$ cat src/rtl/wdg_pkg.sv
package wdg_pkg;

  typedef struct packed {
    logic rst_mode;
    logic auto_rst;
    logic frz_allow;
  } wdg_cfg_t;

  localparam wdg_cfg_t WDG_CFG_RESET = '{rst_mode: 1'b0, auto_rst: 1'b1, frz_allow: 1'b1};

endpackage

$ cat src/rtl/wdg_ctl_regs.sv
module wdg_ctl_regs
  import wdg_pkg::*;
(
  input  logic     clk,
  input  logic     rst,
  input  logic     cfg_we,
  input  wdg_cfg_t cfg_in,
  input  logic     frz_set,
  input  logic     frz_clr,
  input  logic     dbg_halt,
  input  logic     tick_en,
  output wdg_cfg_t cfg_q,
  output logic     step
);

  logic sw_frz_q;
  logic frozen;

  always_ff @(posedge clk) begin
    if (rst) begin
      cfg_q <= WDG_CFG_RESET;
    end else if (cfg_we) begin
      cfg_q <= cfg_in;
    end
  end

  always_ff @(posedge clk) begin
    if (rst) begin
      sw_frz_q <= 1'b0;
    end else if (frz_clr) begin
      sw_frz_q <= 1'b0;
    end else if (frz_set) begin
      sw_frz_q <= 1'b1;
    end
  end

  always_comb begin
    frozen = dbg_halt | (sw_frz_q & cfg_q.frz_allow);
    step   = tick_en & ~frozen;
  end


  frz_clr_wins_chk: assert property (@(posedge clk) disable iff (rst)
    frz_clr |=> !sw_frz_q);


  frz_set_chk: assert property (@(posedge clk) disable iff (rst)
    (frz_set && !frz_clr) |=> sw_frz_q);

endmodule

$ cat src/rtl/wdg_count.sv
module wdg_count #(
  parameter int              CNT_W      = 8,
  parameter int              ESC_DEPTH  = 16,
  parameter logic [CNT_W-1:0] LOAD_VAL  = '1
) (
  input  logic             clk,
  input  logic             rst,
  input  logic             step,
  input  logic             reload_we,
  input  logic [CNT_W-1:0] reload_val,
  input  logic             rst_mode,
  input  logic             auto_rst,
  input  logic             restart,
  output logic             nmi_q,
  output logic             fire
);

  localparam int CW    = CNT_W + 1;
  localparam int ESC_I = -(ESC_DEPTH - 1);
  localparam logic [CW-1:0] ZERO_V  = '0;
  localparam logic [CW-1:0] ESC_V   = ESC_I[CW-1:0];
  localparam logic [CW-1:0] MIN_V   = {1'b1, {CNT_W{1'b0}}};
  localparam logic [CW-1:0] FULL_V  = {1'b0, LOAD_VAL};

  logic [CW-1:0] cnt_q;
  logic          adv;
  logic          at_zero;
  logic          at_esc;

  always_comb begin
    adv     = step & ~reload_we;
    at_zero = (cnt_q == ZERO_V);
    at_esc  = (cnt_q == ESC_V);
    fire    = adv & ((rst_mode & at_zero) | (~rst_mode & auto_rst & at_esc));
  end

  always_ff @(posedge clk) begin
    if (rst) begin
      cnt_q <= FULL_V;
      nmi_q <= 1'b0;
    end else if (reload_we) begin
      cnt_q <= {1'b0, reload_val};
      nmi_q <= 1'b0;
    end else if (restart) begin
      cnt_q <= FULL_V;
      nmi_q <= 1'b0;
    end else if (adv) begin
      if (!rst_mode && at_zero) begin
        nmi_q <= 1'b1;
      end
      if (cnt_q != MIN_V) begin
        cnt_q <= cnt_q - 1'b1;
      end
    end
  end


  reload_clears_nmi_chk: assert property (@(posedge clk) disable iff (rst)
    reload_we |=> !nmi_q);


  reload_loads_chk: assert property (@(posedge clk) disable iff (rst)
    reload_we |=> (cnt_q == {1'b0, $past(reload_val)}));


  frozen_holds_chk: assert property (@(posedge clk) disable iff (rst)
    (!step && !reload_we && !restart) |=> $stable(cnt_q));


  nmi_on_tick_chk: assert property (@(posedge clk) disable iff (rst)
    $rose(nmi_q) |-> ($past(step) && !$past(rst_mode)));


  no_nmi_reset_mode_chk: assert property (@(posedge clk) disable iff (rst)
    (rst_mode && !nmi_q) |=> (!nmi_q || !$past(rst_mode)));

endmodule

$ cat src/rtl/wdg_rst_stretch.sv
module wdg_rst_stretch #(
  parameter int HOLD = 4
) (
  input  logic clk,
  input  logic rst,
  input  logic fire,
  output logic wrst_q
);

  localparam int HW = (HOLD > 2) ? $clog2(HOLD) : 1;
  localparam logic [HW-1:0] HOLD_LAST = HW'(HOLD - 1);

  logic [HW-1:0] left_q;

  always_ff @(posedge clk) begin
    if (rst) begin
      wrst_q <= 1'b0;
      left_q <= '0;
    end else if (fire) begin
      wrst_q <= 1'b1;
      left_q <= HOLD_LAST;
    end else if (wrst_q) begin
      if (left_q == '0) begin
        wrst_q <= 1'b0;
      end else begin
        left_q <= left_q - 1'b1;
      end
    end
  end


  rst_starts_chk: assert property (@(posedge clk) disable iff (rst)
    fire |=> wrst_q);


  rst_holds_chk: assert property (@(posedge clk) disable iff (rst)
    (wrst_q && left_q != '0) |=> wrst_q);


  rst_ends_chk: assert property (@(posedge clk) disable iff (rst)
    (wrst_q && left_q == '0 && !fire) |=> !wrst_q);

endmodule

$ cat src/rtl/wdg_sign_timer.sv
module wdg_sign_timer
  import wdg_pkg::*;
#(
  parameter int CNT_W     = 8,
  parameter int ESC_DEPTH = 16,
  parameter int RST_HOLD  = 4
) (
  input  logic             clk,
  input  logic             rst,
  input  logic             tick_en,
  input  logic             reload_we,
  input  logic [CNT_W-1:0] reload_val,
  input  logic             cfg_we,
  input  logic             cfg_rst_mode,
  input  logic             cfg_auto_rst,
  input  logic             cfg_frz_allow,
  input  logic             frz_set,
  input  logic             frz_clr,
  input  logic             dbg_halt,
  output logic             nmi_o,
  output logic             wrst_o
);

  wdg_cfg_t cfg_in;
  wdg_cfg_t cfg_q;
  logic     step;
  logic     fire;

  always_comb begin
    cfg_in.rst_mode  = cfg_rst_mode;
    cfg_in.auto_rst  = cfg_auto_rst;
    cfg_in.frz_allow = cfg_frz_allow;
  end

  wdg_ctl_regs u_ctl (
    .clk      (clk),
    .rst      (rst),
    .cfg_we   (cfg_we),
    .cfg_in   (cfg_in),
    .frz_set  (frz_set),
    .frz_clr  (frz_clr),
    .dbg_halt (dbg_halt),
    .tick_en  (tick_en),
    .cfg_q    (cfg_q),
    .step     (step)
  );

  wdg_count #(
    .CNT_W     (CNT_W),
    .ESC_DEPTH (ESC_DEPTH),
    .LOAD_VAL  ({CNT_W{1'b1}})
  ) u_cnt (
    .clk        (clk),
    .rst        (rst),
    .step       (step),
    .reload_we  (reload_we),
    .reload_val (reload_val),
    .rst_mode   (cfg_q.rst_mode),
    .auto_rst   (cfg_q.auto_rst),
    .restart    (fire),
    .nmi_q      (nmi_o),
    .fire       (fire)
  );

  wdg_rst_stretch #(
    .HOLD (RST_HOLD)
  ) u_rst (
    .clk    (clk),
    .rst    (rst),
    .fire   (fire),
    .wrst_q (wrst_o)
  );


  dbg_no_nmi_rise_chk: assert property (@(posedge clk) disable iff (rst)
    dbg_halt |=> !$rose(nmi_o));


  quiet_after_reset_chk: assert property (@(posedge clk)
    $past(rst) |-> (!nmi_o && !wrst_o));

endmodule

$ cat config.mk
export PLATFORM = sky130hd
export DESIGN_NAME = wdg_sign_timer
export DESIGN_NICKNAME = d
export VERILOG_FILES = /design/src/rtl/wdg_pkg.sv /design/src/rtl/wdg_ctl_regs.sv /design/src/rtl/wdg_count.sv /design/src/rtl/wdg_rst_stretch.sv /design/src/rtl/wdg_sign_timer.sv
export SDC_FILE = /design/constraint.sdc
export NUM_CORES = 1
export LEC_CHECK = 0
export ABC_AREA = 1
export BUFFER_PORTS_ARGS = -buffer_cell sky130_fd_sc_hd__buf_2
export CORE_UTILIZATION = 35
export CTS_CLUSTER_SIZE = 40
export DETAILED_ROUTE_END_ITERATION = 12
export PLACE_DENSITY_LB_ADDON = 0.25
export SLEW_MARGIN = 10
export SYNTH_ARGS = -nofsm -noshare
export SYNTH_HDL_FRONTEND = slang
export SYNTH_HIERARCHICAL = 1
export SYNTH_SLANG_ARGS = --single-unit
$ cat constraint.sdc
create_clock -name clk -period 2.3 [get_ports clk]
set_input_delay 0.23 -clock clk [delete_from_list [all_inputs] [get_ports clk]]
set_output_delay 0.23 -clock clk [all_outputs]
set_load 0.05 [all_outputs]
==> metrics, run 1 <==
num ports=21; Num CTS Buffers=3; leak pwr=0.000565 µW; Overall Power=580 µW; Avg Cell Area, Syn=6.34 µm²; Mapped Cells=about 150; Pwr Density=509 nW/µm²; Distinct cells, synth=21; ANT cells=0; Comb power frac=16.6%; 1st-pass router iterations=4; worst path cell trace=inv_1 -> ha_1 -> nand2_2 -> nor2_4 -> nand4_1 -> o31ai_1 -> nor2_1 -> nand3_2 -> nand2_2 -> inv_1 -> nand2_1 -> nand3_1; Die X=roughly 55 µm; TritonCTS clock tree=done; highest net fanout along the worst path=12; PostCTS Resize Cnt=0; CP startpoint kind=flop; final hold slack=0.150 ns; Slew Limit Fails=0; CP max stage cell=dfxtp_1; Max stage delay on crit path=~0.38 ns; first-pass GRT wire length=3.77 mm; XOR/XNOR Fraction of Synth Area=0%; routed wire length per instance=10.4 µm; detailed placement HPWL=around 1.7 mm; Worst EP required=2.48 ns; minimum clock period=just over 2 ns; vias in the first global route=963; 1st-iter DRT viols=10; clk buf depth=2; post-CTS setup buffer count=0; Seq pwr share=a little under three fifths; post-layout util=44.7%; Max-Cap Viols=0; clk_lat worst skew=0.28 ns; Hold Buf Count CTS=0; Post-Synth Simple-Gate Area=roughly 43%; GRT overflow=0; Clock Tree Root=clkbuf_4; initial antenna violation count=0; total track usage=between 15 and 20%; RSZ-0062 raised after global routing=no; die footprint=3000 µm²; worst setup slack after layout=0.263 ns; Place WS=0.292 ns; via count=1031; final worst path period share=88.6%; Synth Area in Adders=3.85%; P&R area growth vs syn=16.7%; ratio of cells with drive above 1 in the final layout=17.4%; clk sinks=17; final RePlAce weighted congestion=approximately 0.83; Switching Share=27.8%; vias per cell=4.96; Yosys reg bits=17; Mapped Area=976 µm²; clock share of power=a little over a quarter; FP Rows=18; Slew HR=76.0%; f_max=491 MHz; compound-cell area share of the yosys netlist=8.97%; DR DRC count=0; Switching Power=161 µW; combinational family with the most area after synthesis=simple AND/OR/NAND/NOR gates; HP Class=in -> reg; port bufs=20; crit path kind=reg -> reg; H-tree Lvls=1; Initial Util=a little under two fifths; outcome=complete, no violations; CORE AREA=2540 µm²; Max IR drop VDD=356 µV; mux contribution to synthesized area=0%; pin count of the biggest net entering global routing=13; Clock Pin Slew Worst Setup and Hold Paths=0.09 ns; Post-Syn Nets=176; Worst Max-Slew Pin Slew=0.357 ns; CP Capture Type=flop; clk_skew=0.000482 ns; Layout Nets=201; setup violators final=0; Yosys warning total=6; Hold Fails Final Rpt=0; Worst Path Arrival=approximately 2.2 ns; Routed WL=2.17 mm; Die H=54.8 µm; Internal Dissipation=418 µW; ANT nets after route=0; TNS Setup=0 ns; register area share after synthesis=roughly a third
## final timing paths
| path | startpoint | to | slack [ns] | cells after the start |
|---|---|---|---|---|
| worst max-delay path | u_cnt/cnt_q[0] | u_cnt/cnt_q[0] | 0.26 | 12 |
| worst min-delay path | frz_set | u_ctl/sw_frz_q | 0.15 | 2 |
| worst max register to register | u_cnt/cnt_q[0] | u_cnt/cnt_q[0] | 0.26 | 12 |
| worst min register to register | u_cnt/nmi_q | u_cnt/nmi_q | 0.46 | 2 |
## power groups by stage
stage / clock [µW] / combinational [µW] / sequential [µW]
finish: 156 / 96.2 / 327
global route: 183 / 112 / 330
CTS: 168 / 96.9 / 327
detailed placement: 0 / 96.4 / 334
global placement: 0 / 94.1 / 334
floorplan: 0 / 65.4 / 330
## cell type report
cell class,count,area [µm²]
timing repair buffer,22,115
tap,30,37.5
sequential,17,340
fill,297,1410
multi-input combinational,114,541
clock buffer,4,26.3
inverter,21,78.8
## per-stage QoR
step | area (µm²) | std cells
after CTS | 1140 | 208
after floorplan | 976 | 154
after global placement | 1110 | 204
final | 1140 | 208
after detailed placement | 1110 | 204
after global routing | 1140 | 208
## placed cells by master, fill, tap and decap left out, drive strengths merged
cell     n
nand3   15
inv     20
nand4    5
a21oi   10
nor2    25
a31oi    1
dfxtp   17
o21a     1
buf     22
o21ai    2
clkbuf   4
o31ai    1
ha       3
nand2   49
and2     1
clkinv   1
o22ai    1
## worst max-delay path, delay by kind of cell (launching register included)
family / cells / cell delay, ns
adders and majority gates: 1 / 0.26
and+or+nand+nor: 8 / 0.94
buffers and inverters: 2 / 0.23
AOI/OAI and AO/OA: 1 / 0.10
DFF: 1 / 0.38
## logic make-up (layout without fill, tap and decap cells)
kind of cell,after synthesis,count (layout)
AO/OA/AOI/OAI,16,16
AND/OR/NAND/NOR,95,95
adder cells (fa/ha/maj),3,3
flip-flops,17,17
buffers and inverters,23,47
## registers in the layout, summed over array words and instances, names as in the netlist
| signal | cells |
|---|---|
| u_cnt/cnt_q | 9 |
| u_cnt/nmi_q | 1 |
| u_ctl/cfg_q | 3 |
| u_ctl/sw_frz_q | 1 |
| u_rst/left_q | 2 |
| u_rst/wrst_q | 1 |
## Yosys cell counts
cell type / n / area [µm²]
a21oi_1: 10 / 50.1
a31oi_1: 1 / 6.26
and2_1: 1 / 6.26
buf_2: 1 / 5.00
buf_6: 1 / 11.3
clkinv_1: 1 / 3.75
dfxtp_1: 17 / 340
ha_1: 3 / 37.5
inv_1: 19 / 71.3
inv_2: 1 / 3.75
nand2_1: 47 / 176
nand2_2: 2 / 12.5
nand3_1: 14 / 70.1
nand3_2: 1 / 10.0
nand4_1: 5 / 31.3
nor2_1: 23 / 86.3
nor2_4: 2 / 22.5
o21a_1: 1 / 7.51
o21ai_0: 2 / 10.0
o22ai_1: 1 / 6.26
o31ai_1: 1 / 7.51
## routing by layer
layer  routed length (µm)  GRT usage, %
met1                  953          19.5
met3                   93          3.33
met4                   29          10.3
met5                    0             0
met2                 1090          32.5
Power figures use the tool's default switching activity.
==> inputs of run 2 (changes only) <==
clock period = 2.1 ns   (was 2.3 ns; I/O delays follow)
==> metrics, run 2 (same netlist as run 1, synthesis figures left out) <==
Layout Nets=202; clock share of power=28.3%; Worst EP required=2.28 ns; worst setup slack after layout=approximately 0.19 ns; outcome=complete, no violations; DR top layer=met4; CORE AREA=2540 µm²; Max IR drop VDD=395 µV; Place WS=0.200 ns; Reg2Reg Depth=13; Worst Path Arrival=2.09 ns; minimum clock period=between 1.5 and 2 ns; H-tree Lvls=1; CP Capture Type=flop; clk_skew=0.0121 ns; Switching Share=just under 30%; Worst Max-Slew Pin Slew=0.360 ns; Hold Fails Final Rpt=0; Met3 Wirelength=roughly 59 µm; clk sinks=17; final RePlAce weighted congestion=0.831; commonest non-fill, non-tap cell in the layout=nand2_1; most frequent cells in the layout=nand2_1, nor2_1, buf_2; highest net fanout along the worst path=9; Die X=54.8 µm; crit path kind=reg -> reg; TritonCTS clock tree=done; DR DRC count=0; Slew Limit Fails=0; Switching Power=188 µW; biggest regs=u_cnt/cnt_q x9, u_ctl/cfg_q x3, u_rst/left_q x2; M1 WL=993 µm; routed length on met2=a little over 1 mm; clk_lat worst skew=0.30 ns; clk buf depth=2; port bufs=20; Pwr Density=560 nW/µm²; Comb power frac=16.2%; Filler Cell Count=289; P&R area growth vs syn=18.3%; multi-input logic area=546 µm²; hold path depth=2; Clock Tree Root=clkbuf_4; Initial Util=a little under two fifths; setup violators final=0; HP Class=in -> reg; Slew HR=75.8%; Max-Cap Viols=0; via count=approximately 1000; Num CTS Buffers=3; FP Rows=18; first-pass GRT wire length=3.37 mm; Largest register FFs=9; total track usage=15.7%; Internal Dissipation=roughly 460 µW; final worst path period share=91.1%; TNS Setup=0 ns; pin count of the biggest net entering global routing=13; leak pwr=0.000570 µW; post-CTS setup buffer count=0; vias per cell=~4.8; RSZ-0062 raised after global routing=no; ratio of cells with drive above 1 in the final layout=18.4%; num ports=21; ANT cells=0; Routed WL=2.10 mm; 1st-iter DRT viols=13; Clock Pin Slew Worst Setup and Hold Paths=about 0.11 ns; register area=between 300 and 400 µm²; Biggest register=u_cnt/cnt_q; vias in the first global route=845; Seq pwr share=55.5%; routed wire length per instance=10.0 µm; ANT nets after route=0; detailed placement HPWL=roughly 1.7 mm; 1st-pass router iterations=6; GRT overflow=0; initial antenna violation count=0; CP startpoint kind=flop; die footprint=3000 µm²; f_max=523 MHz; Die H=54.8 µm
run 2: critical path: stages, from the launching register on:
cell	delay [ns]
dfxtp_1	0.39
inv_1	0.09
ha_1	0.22
nand2_2	0.10
nor2_4	0.05
nand4_1	0.07
o31ai_1	0.10
nor2_1	0.20
buf_4	0.21
nand2_1	0.10
nor2_1	0.11
nor2_1	0.05
nand2_1	0.06
nand3_1	0.06
run 2: path summary, 6_finish.rpt:
| check | startpoint | end | slack (ns) |
|---|---|---|---|
| setup / recovery | u_cnt/cnt_q[0] | u_cnt/cnt_q[3] | 0.19 |
| hold / removal | frz_set | u_ctl/sw_frz_q | 0.11 |
| setup reg to reg | u_cnt/cnt_q[0] | u_cnt/cnt_q[3] | 0.19 |
| hold reg to reg | u_cnt/nmi_q | u_cnt/nmi_q | 0.47 |
run 2: timing repair:
item	in CTS	in global routing
endpoints found under the setup margin	0	5
hold buffers	0	0
gates resized for setup	0	1
run 2: stage by stage:
step	util, %	instance area (µm²)	power [µW]	instances	hold slack, ns
3_3_place_gp	44.0	1120	469	205	0.406
4_1_cts	45.2	1150	656	209	0.0958
5_1_grt	45.4	1150	686	209	0.111
3_5_place_dp	44.0	1120	471	205	0.416
2_1_floorplan	-	976	433	154	0.279
6_report	45.4	1150	646	209	0.105
run 2: final cells by class:
class | count | share of cell area (%)
multi-input combinational | 114 | 47.2
tap | 30 | 3.25
clock inverter | 1 | 0.650
sequential | 17 | 29.5
timing repair buffer | 23 | 10.6
clock buffer | 3 | 1.95
inverter | 21 | 6.83
run 2: routing by layer:
layer / track usage (%) / vias up
li1: - / 542
met1: 18.0 / 447
met2: 28.5 / 12
met3: 2.78 / 2
met4: 5.13 / 0
met5: 0 / -
run 2: power by group through the flow:
stage | sequential, µW | clock, µW | combinational (µW)
after floorplan | 361 | 0 | 71.7
after global routing | 361 | 203 | 122
after detailed placement | 366 | 0 | 105
after CTS | 359 | 192 | 105
after global placement | 366 | 0 | 104
final | 359 | 183 | 105
